## src/rtl/edge_event_pkg.sv

```systemverilog
package edge_event_pkg;
  typedef enum logic {
    SEL_RISE = 1'b0,
    SEL_FALL = 1'b1
  } evt_sel_e;

  localparam int unsigned NUM_POL = 2;
endpackage

```

## src/rtl/edge_sampler.sv

```systemverilog
module edge_sampler #(
  parameter int unsigned NCH = 16
) (
  input  logic           clk,
  input  logic           rst_n,
  input  logic [NCH-1:0] din,
  input  logic [NCH-1:0] rise_en,
  input  logic [NCH-1:0] fall_en,
  output logic [NCH-1:0] rise_hit,
  output logic [NCH-1:0] fall_hit
);
  logic [NCH-1:0] prev_q, prev_d;

  assign prev_d = din;

  always_ff @(posedge clk or negedge rst_n) begin
    if (!rst_n) prev_q <= '0;
    else        prev_q <= prev_d;
  end

  for (genvar c = 0; c < NCH; c++) begin : g_ch
    assign rise_hit[c] = rise_en[c] &  din[c] & ~prev_q[c];
    assign fall_hit[c] = fall_en[c] & ~din[c] &  prev_q[c];
  end
endmodule

```

## src/rtl/event_bank.sv

```systemverilog
module event_bank #(
  parameter int unsigned NCH = 16
) (
  input  logic           clk,
  input  logic           rst_n,
  input  logic [NCH-1:0] hit,
  input  logic           rd_clr,
  output logic [NCH-1:0] view
);
  logic [NCH-1:0] evt_q, evt_d;
  logic [NCH-1:0] pend_q, pend_d;

  always_comb begin
    if (rd_clr) begin
      evt_d  = '0;
      pend_d = hit;
    end else begin
      evt_d  = evt_q | pend_q | hit;
      pend_d = '0;
    end
  end

  always_ff @(posedge clk or negedge rst_n) begin
    if (!rst_n) begin
      evt_q  <= '0;
      pend_q <= '0;
    end else begin
      evt_q  <= evt_d;
      pend_q <= pend_d;
    end
  end

  assign view = evt_q | pend_q;
endmodule

```

## src/rtl/marker_ctrl.sv

```systemverilog
module marker_ctrl #(
  parameter int unsigned BLANK = 2
) (
  input  logic clk,
  input  logic rst_n,
  input  logic rd_stb,
  input  logic any_hit,
  output logic marker
);
  localparam int unsigned CW = $clog2(BLANK + 1);
  localparam logic [CW-1:0] BLANK_LD = CW'(BLANK);

  logic [CW-1:0] cnt_q, cnt_d;

  always_comb begin
    if (rd_stb)            cnt_d = BLANK_LD;
    else if (cnt_q != '0)  cnt_d = cnt_q - 1'b1;
    else                   cnt_d = cnt_q;
  end

  always_ff @(posedge clk or negedge rst_n) begin
    if (!rst_n) cnt_q <= '0;
    else        cnt_q <= cnt_d;
  end

  assign marker = (cnt_q == '0) & any_hit;
endmodule

```

## src/rtl/edge_event_port.sv

```systemverilog
module edge_event_port
  import edge_event_pkg::*;
#(
  parameter int unsigned NCH   = 16,
  parameter int unsigned BLANK = 2
) (
  input  logic           clk,
  input  logic           rst_n,
  input  logic [NCH-1:0] din,
  input  logic [NCH-1:0] rise_en,
  input  logic [NCH-1:0] fall_en,
  input  logic           rd_stb,
  input  logic           rd_sel,
  output logic [NCH-1:0] rd_data,
  output logic           marker
);
  evt_sel_e                    sel_e;
  logic [NUM_POL-1:0][NCH-1:0] hit_vec;
  logic [NUM_POL-1:0][NCH-1:0] view_vec;
  logic [NUM_POL-1:0]          clr_vec;
  logic [NCH-1:0]              rd_q, rd_d;
  logic                        any_hit;

  assign sel_e = evt_sel_e'(rd_sel);

  edge_sampler #(.NCH(NCH)) u_samp (
    .clk      (clk),
    .rst_n    (rst_n),
    .din      (din),
    .rise_en  (rise_en),
    .fall_en  (fall_en),
    .rise_hit (hit_vec[SEL_RISE]),
    .fall_hit (hit_vec[SEL_FALL])
  );

  for (genvar p = 0; p < NUM_POL; p++) begin : g_bank
    assign clr_vec[p] = rd_stb & (sel_e == evt_sel_e'(p));
    event_bank #(.NCH(NCH)) u_bank (
      .clk    (clk),
      .rst_n  (rst_n),
      .hit    (hit_vec[p]),
      .rd_clr (clr_vec[p]),
      .view   (view_vec[p])
    );
  end

  always_comb begin
    if (rd_stb) rd_d = view_vec[sel_e];
    else        rd_d = rd_q;
  end

  always_ff @(posedge clk or negedge rst_n) begin
    if (!rst_n) rd_q <= '0;
    else        rd_q <= rd_d;
  end

  assign rd_data = rd_q;
  assign any_hit = |((view_vec[SEL_RISE] & rise_en) | (view_vec[SEL_FALL] & fall_en));

  marker_ctrl #(.BLANK(BLANK)) u_mark (
    .clk     (clk),
    .rst_n   (rst_n),
    .rd_stb  (rd_stb),
    .any_hit (any_hit),
    .marker  (marker)
  );
endmodule

```

## config.mk

```make
export PLATFORM = sky130hd
export DESIGN_NAME = edge_event_port
export DESIGN_NICKNAME = d
export VERILOG_FILES = /design/src/rtl/edge_event_pkg.sv /design/src/rtl/edge_sampler.sv /design/src/rtl/event_bank.sv /design/src/rtl/marker_ctrl.sv /design/src/rtl/edge_event_port.sv
export SDC_FILE = /design/constraint.sdc
export NUM_CORES = 1
export LEC_CHECK = 0
export ABC_AREA = 1
export BUFFER_PORTS_ARGS = -buffer_cell sky130_fd_sc_hd__buf_2
export CAP_MARGIN = 20
export CORE_UTILIZATION = 50
export CTS_BUF_LIST = sky130_fd_sc_hd__clkbuf_8
export DETAILED_ROUTE_END_ITERATION = 16
export PLACE_DENSITY_LB_ADDON = 0.3
export SLEW_MARGIN = 25
export SYNTH_ARGS = -nofsm -noshare
export SYNTH_HDL_FRONTEND = slang
export SYNTH_SLANG_ARGS = --single-unit
```

## constraint.sdc

```tcl
create_clock -name clk -period 1.4 [get_ports clk]
set_clock_uncertainty 0.15 [all_clocks]
set_input_delay 0.42 -clock clk [delete_from_list [all_inputs] [get_ports clk]]
set_output_delay 0.42 -clock clk [all_outputs]
set_load 0.03 [all_outputs]
```

==> metrics.yaml <==
netlist_area_sq_mm: 0.00399
critical_path.n_buffers_inverters: 2
floorplan.die.height_microns: 91.3
worst_slack_ns: -0.739
tritoncts_num_sinks: 98
max-clock-path-buffers: 2
cp_common_cell: "sky130_fd_sc_hd__nand2_2"
initial_antenna_violation_count: 0
syn_inst: 428
critical_path_s_slowest_cell: "sky130_fd_sc_hd__dfrtp_1"
synth_net_count: 481
grt_total_usage: 0.246
ys_warn_count: 0
cp_cell_sequence: "inv_1 -> nand2_2 -> nand2_1 -> nand2_2 -> nor2_2 -> nand2_2 -> nor2_4 -> a21oi_4 -> buf_6"
num-fill-cells: 545
worst_path_largest_cell_delay_ns: 0.38
finalWirelength_mm: 9.48
yosys_most_used_dff: "sky130_fd_sc_hd__dfrtp_1"
combPwrFrac: 0.253
routed_wire_length_per_instance_microns: 13.3
ys_async_sr_fraction: 1.00
routabilityCongestion: 0.747
power_density_mw_per_mm2: 1180
leakage_nw: 2.95
violations: "negative setup slack"
endpoint_kind: "output pin"
yosysUniqueCellTypes: 19
max-cap-violations: 0
layout_min_cycle_time_ns: 2.14
setup-tns-final_ns: -1.95
timing.final.hold_violations: 0
final.period_utilization: 1.53
tritoncts.num_buffers: 9
post-place-cells: 678
worst-path-max-fanout: 2
synth_area_per_cell_sq_um: 9.31
die_x_microns: 91.3
irDropWorstVdd_mv: 0.637
tightest_slew_ns: 0.234
clock_tree.root_cell: "sky130_fd_sc_hd__clkbuf_8"
cts_tree: "done"
worst_slew_margin_rel: 0.844
detailroute.via_count: 3471
design.final.nets: 659
initialDrtViolationCount: 142
result_of_the_run: "finished, violations left"
antenna_left: 0
power_switching_share: 0.289
worstHoldPathType: "input pin to flip-flop"
number_of_rows_created_at_floorplan: 32
startpoint_type: "flip-flop"
rsz0062_at_grt: "true"
n_antenna_cell: 0
grt_pass1_vias: 3536
area_growth_from_synthesis_to_layout_pct: 42.1
timing.critical_path.arrival_ns: 1.57
post-dp-hpwl_mm: 6.65
io_buffer_count: 68
globalRoute.totalOverflow: 0
timing.fmax_mhz: 467
layoutNonFillerInstCount: 713
clkLatencyLatePin_ns: 0.36
crit_required_ns: 0.83
die-area_sq_mm: 0.00833
synth-edff-count: 0
worst-setup-path-type: "flip-flop to output pin"
register_area_sq_mm: 0.00245
grt_first_pass_wirelength_mm: 15.9
share_seq_of_total_power: 0.479
synth.yosys.seq_area_share: 0.615
num_io_pins: 69
timing.final.setup_violations: 17
maximum_number_of_pins_on_one_net_before_global_route_repair: 44
internal_power_mw: 4.75
p_sw_mw: 1.93
multiInputGateArea_sq_mm: 0.00131
drcViolationCount: 0
detail_route.first_pass.iterations: 4
start_util: 0.516
cts.clk_slew.worst_paths_ns: 0.10
drive_above_1_share: 0.375
h-tree-depth: 3
critical_path.top_delay_family: "simple AND/OR/NAND/NOR gates"
finalMaxSlewViolations: 0
viasPerCell: 4.87
share_clk_of_total_power: 0.268
dp_worst_setup_slack_ns: -0.480
placeableCoreArea_sq_mm: 0.00773
synth-seq-cells: 98
==> worst reg2reg max path, stage by stage (launching register included) <==
cell and delay [ns]:
sky130_fd_sc_hd__dfrtp_1 0.39, sky130_fd_sc_hd__inv_1 0.06, sky130_fd_sc_hd__ha_1 0.15, sky130_fd_sc_hd__inv_1 0.08, sky130_fd_sc_hd__buf_4 0.14, sky130_fd_sc_hd__o21ai_0 0.13, sky130_fd_sc_hd__a21oi_1 0.06
==> path summary, 6_finish.rpt <==
kind,start,to,slack (ns),depth (start not counted)
setup / recovery,g_bank[0].u_bank.evt_q[9],marker,-0.74,9
hold / removal,din[10],u_samp.prev_q[10],0.03,1
setup reg to reg,u_mark.cnt_q[0],u_mark.cnt_q[0],0.14,6
hold reg to reg,rd_data[6],rd_data[6],0.38,2
max in group asynchronous,rst_n,g_bank[1].u_bank.pend_q[12],0.38,3
min in group asynchronous,rst_n,g_bank[1].u_bank.evt_q[2],0.26,2
==> layer usage <==
layer	share of wire	wire length, microns	vias up	track usage
met5	0	0	-	0
met4	0.016	153	0	0.0926
met3	0.039	370	14	0.0310
met2	0.51	4860	92	0.439
met1	0.43	4100	1657	0.307
li1	-	-	1708	-
==> power by group through the flow <==
stage / combinational, mW / clock [mW] / sequential (mW)
after detailed placement: 1.43 / 0 / 3.24
after global placement: 1.39 / 0 / 3.22
after floorplan: 0.555 / 0 / 3.36
final: 1.69 / 1.79 / 3.20
after CTS: 1.61 / 1.84 / 3.20
after global routing: 1.85 / 1.95 / 3.22
==> per-stage QoR <==
step	hold slack [ns]	instance area, sq um	utilization	total power [mW]
2_1_floorplan	-0.0256	4000	-	3.91
3_3_place_gp	0.110	5170	0.669	4.62
3_5_place_dp	0.105	5170	0.669	4.67
4_1_cts	0.0108	5560	0.720	6.64
5_1_grt	0.0180	5660	0.733	7.03
6_report	0.0275	5660	0.733	6.69
==> cell type report <==
cell class / count / share of cell area
clock buffer: 9 / 0.0219
clock inverter: 7 / 0.0126
inverter: 62 / 0.0411
multi-input combinational: 259 / 0.230
sequential: 98 / 0.433
tap: 102 / 0.0225
timing repair buffer: 176 / 0.238
==> cells in the mapped netlist (3+ instances only) <==
cell,count,share of area
sky130_fd_sc_hd__o211ai_2,4,0.013
sky130_fd_sc_hd__dfrtp_1,98,0.62
sky130_fd_sc_hd__nand3b_1,25,0.047
sky130_fd_sc_hd__nand3_1,13,0.016
sky130_fd_sc_hd__nand2_1,117,0.11
sky130_fd_sc_hd__nor2_1,52,0.049
sky130_fd_sc_hd__o21ai_0,8,0.010
sky130_fd_sc_hd__inv_2,3,0.0028
sky130_fd_sc_hd__buf_2,4,0.0050
sky130_fd_sc_hd__inv_1,59,0.056
sky130_fd_sc_hd__a31oi_1,26,0.041
sky130_fd_sc_hd__a21oi_1,9,0.011
==> cells in the final DEF (no fill, tap or decap) <==
master / Yosys / layout
sky130_fd_sc_hd__buf_4: 2 / 101
sky130_fd_sc_hd__a21oi_1: 9 / 8
sky130_fd_sc_hd__buf_2: 4 / 50
sky130_fd_sc_hd__o21ai_1: 0 / 4
sky130_fd_sc_hd__dfrtp_1: 98 / 98
sky130_fd_sc_hd__nand3b_1: 25 / 25
sky130_fd_sc_hd__nand2_2: 1 / 12
sky130_fd_sc_hd__clkinv_2: 0 / 1
sky130_fd_sc_hd__o211ai_2: 4 / 4
sky130_fd_sc_hd__nand3_1: 13 / 13
sky130_fd_sc_hd__buf_6: 2 / 17
sky130_fd_sc_hd__clkbuf_8: 0 / 9
sky130_fd_sc_hd__a31oi_1: 26 / 26
sky130_fd_sc_hd__nor2_4: 0 / 2
sky130_fd_sc_hd__inv_1: 59 / 49
sky130_fd_sc_hd__dlygate4sd3_1: 0 / 1
sky130_fd_sc_hd__nor2_8: 1 / 1
sky130_fd_sc_hd__o21ai_0: 8 / 4
sky130_fd_sc_hd__nand2_1: 117 / 106
sky130_fd_sc_hd__a21oi_4: 0 / 1
sky130_fd_sc_hd__clkinvlp_4: 0 / 2
sky130_fd_sc_hd__o211ai_1: 2 / 2
sky130_fd_sc_hd__nor2_2: 0 / 5
sky130_fd_sc_hd__nor2_1: 52 / 45
sky130_fd_sc_hd__clkinv_4: 0 / 2
sky130_fd_sc_hd__bufinv_16: 0 / 1
sky130_fd_sc_hd__ha_1: 1 / 1
sky130_fd_sc_hd__inv_2: 3 / 14
sky130_fd_sc_hd__buf_12: 0 / 7
==> registers in the layout, indices dropped and copies added, names as in the netlist <==
register	flops
u_samp.prev_q	16
g_bank.u_bank.pend_q	32
g_bank.u_bank.evt_q	32
u_mark.cnt_q	2
rd_data	16
==> repair_timing <==
| action | 4_1_cts | 5_1_grt |
|---|---|---|
| pin swaps | 6 | 15 |
| hold endpoints to repair | 98 | 0 |
| hold buffers | 1 | 0 |
| resized for setup | 41 | 23 |
| cloned | 0 | 0 |
| setup buffers | 9 | 9 |
| setup endpoints to repair | 17 | 17 |
==> kinds of logic after synthesis <==
| logic type | after synthesis | synth area share |
|---|---|---|
| compound gates | 49 | 0.0785 |
| fa+ha+maj | 1 | 0.00314 |
| flops | 98 | 0.615 |
| buf+inv | 71 | 0.0738 |
| simple gates | 209 | 0.229 |
No activity file was read; power rests on OpenSTA's default activity.
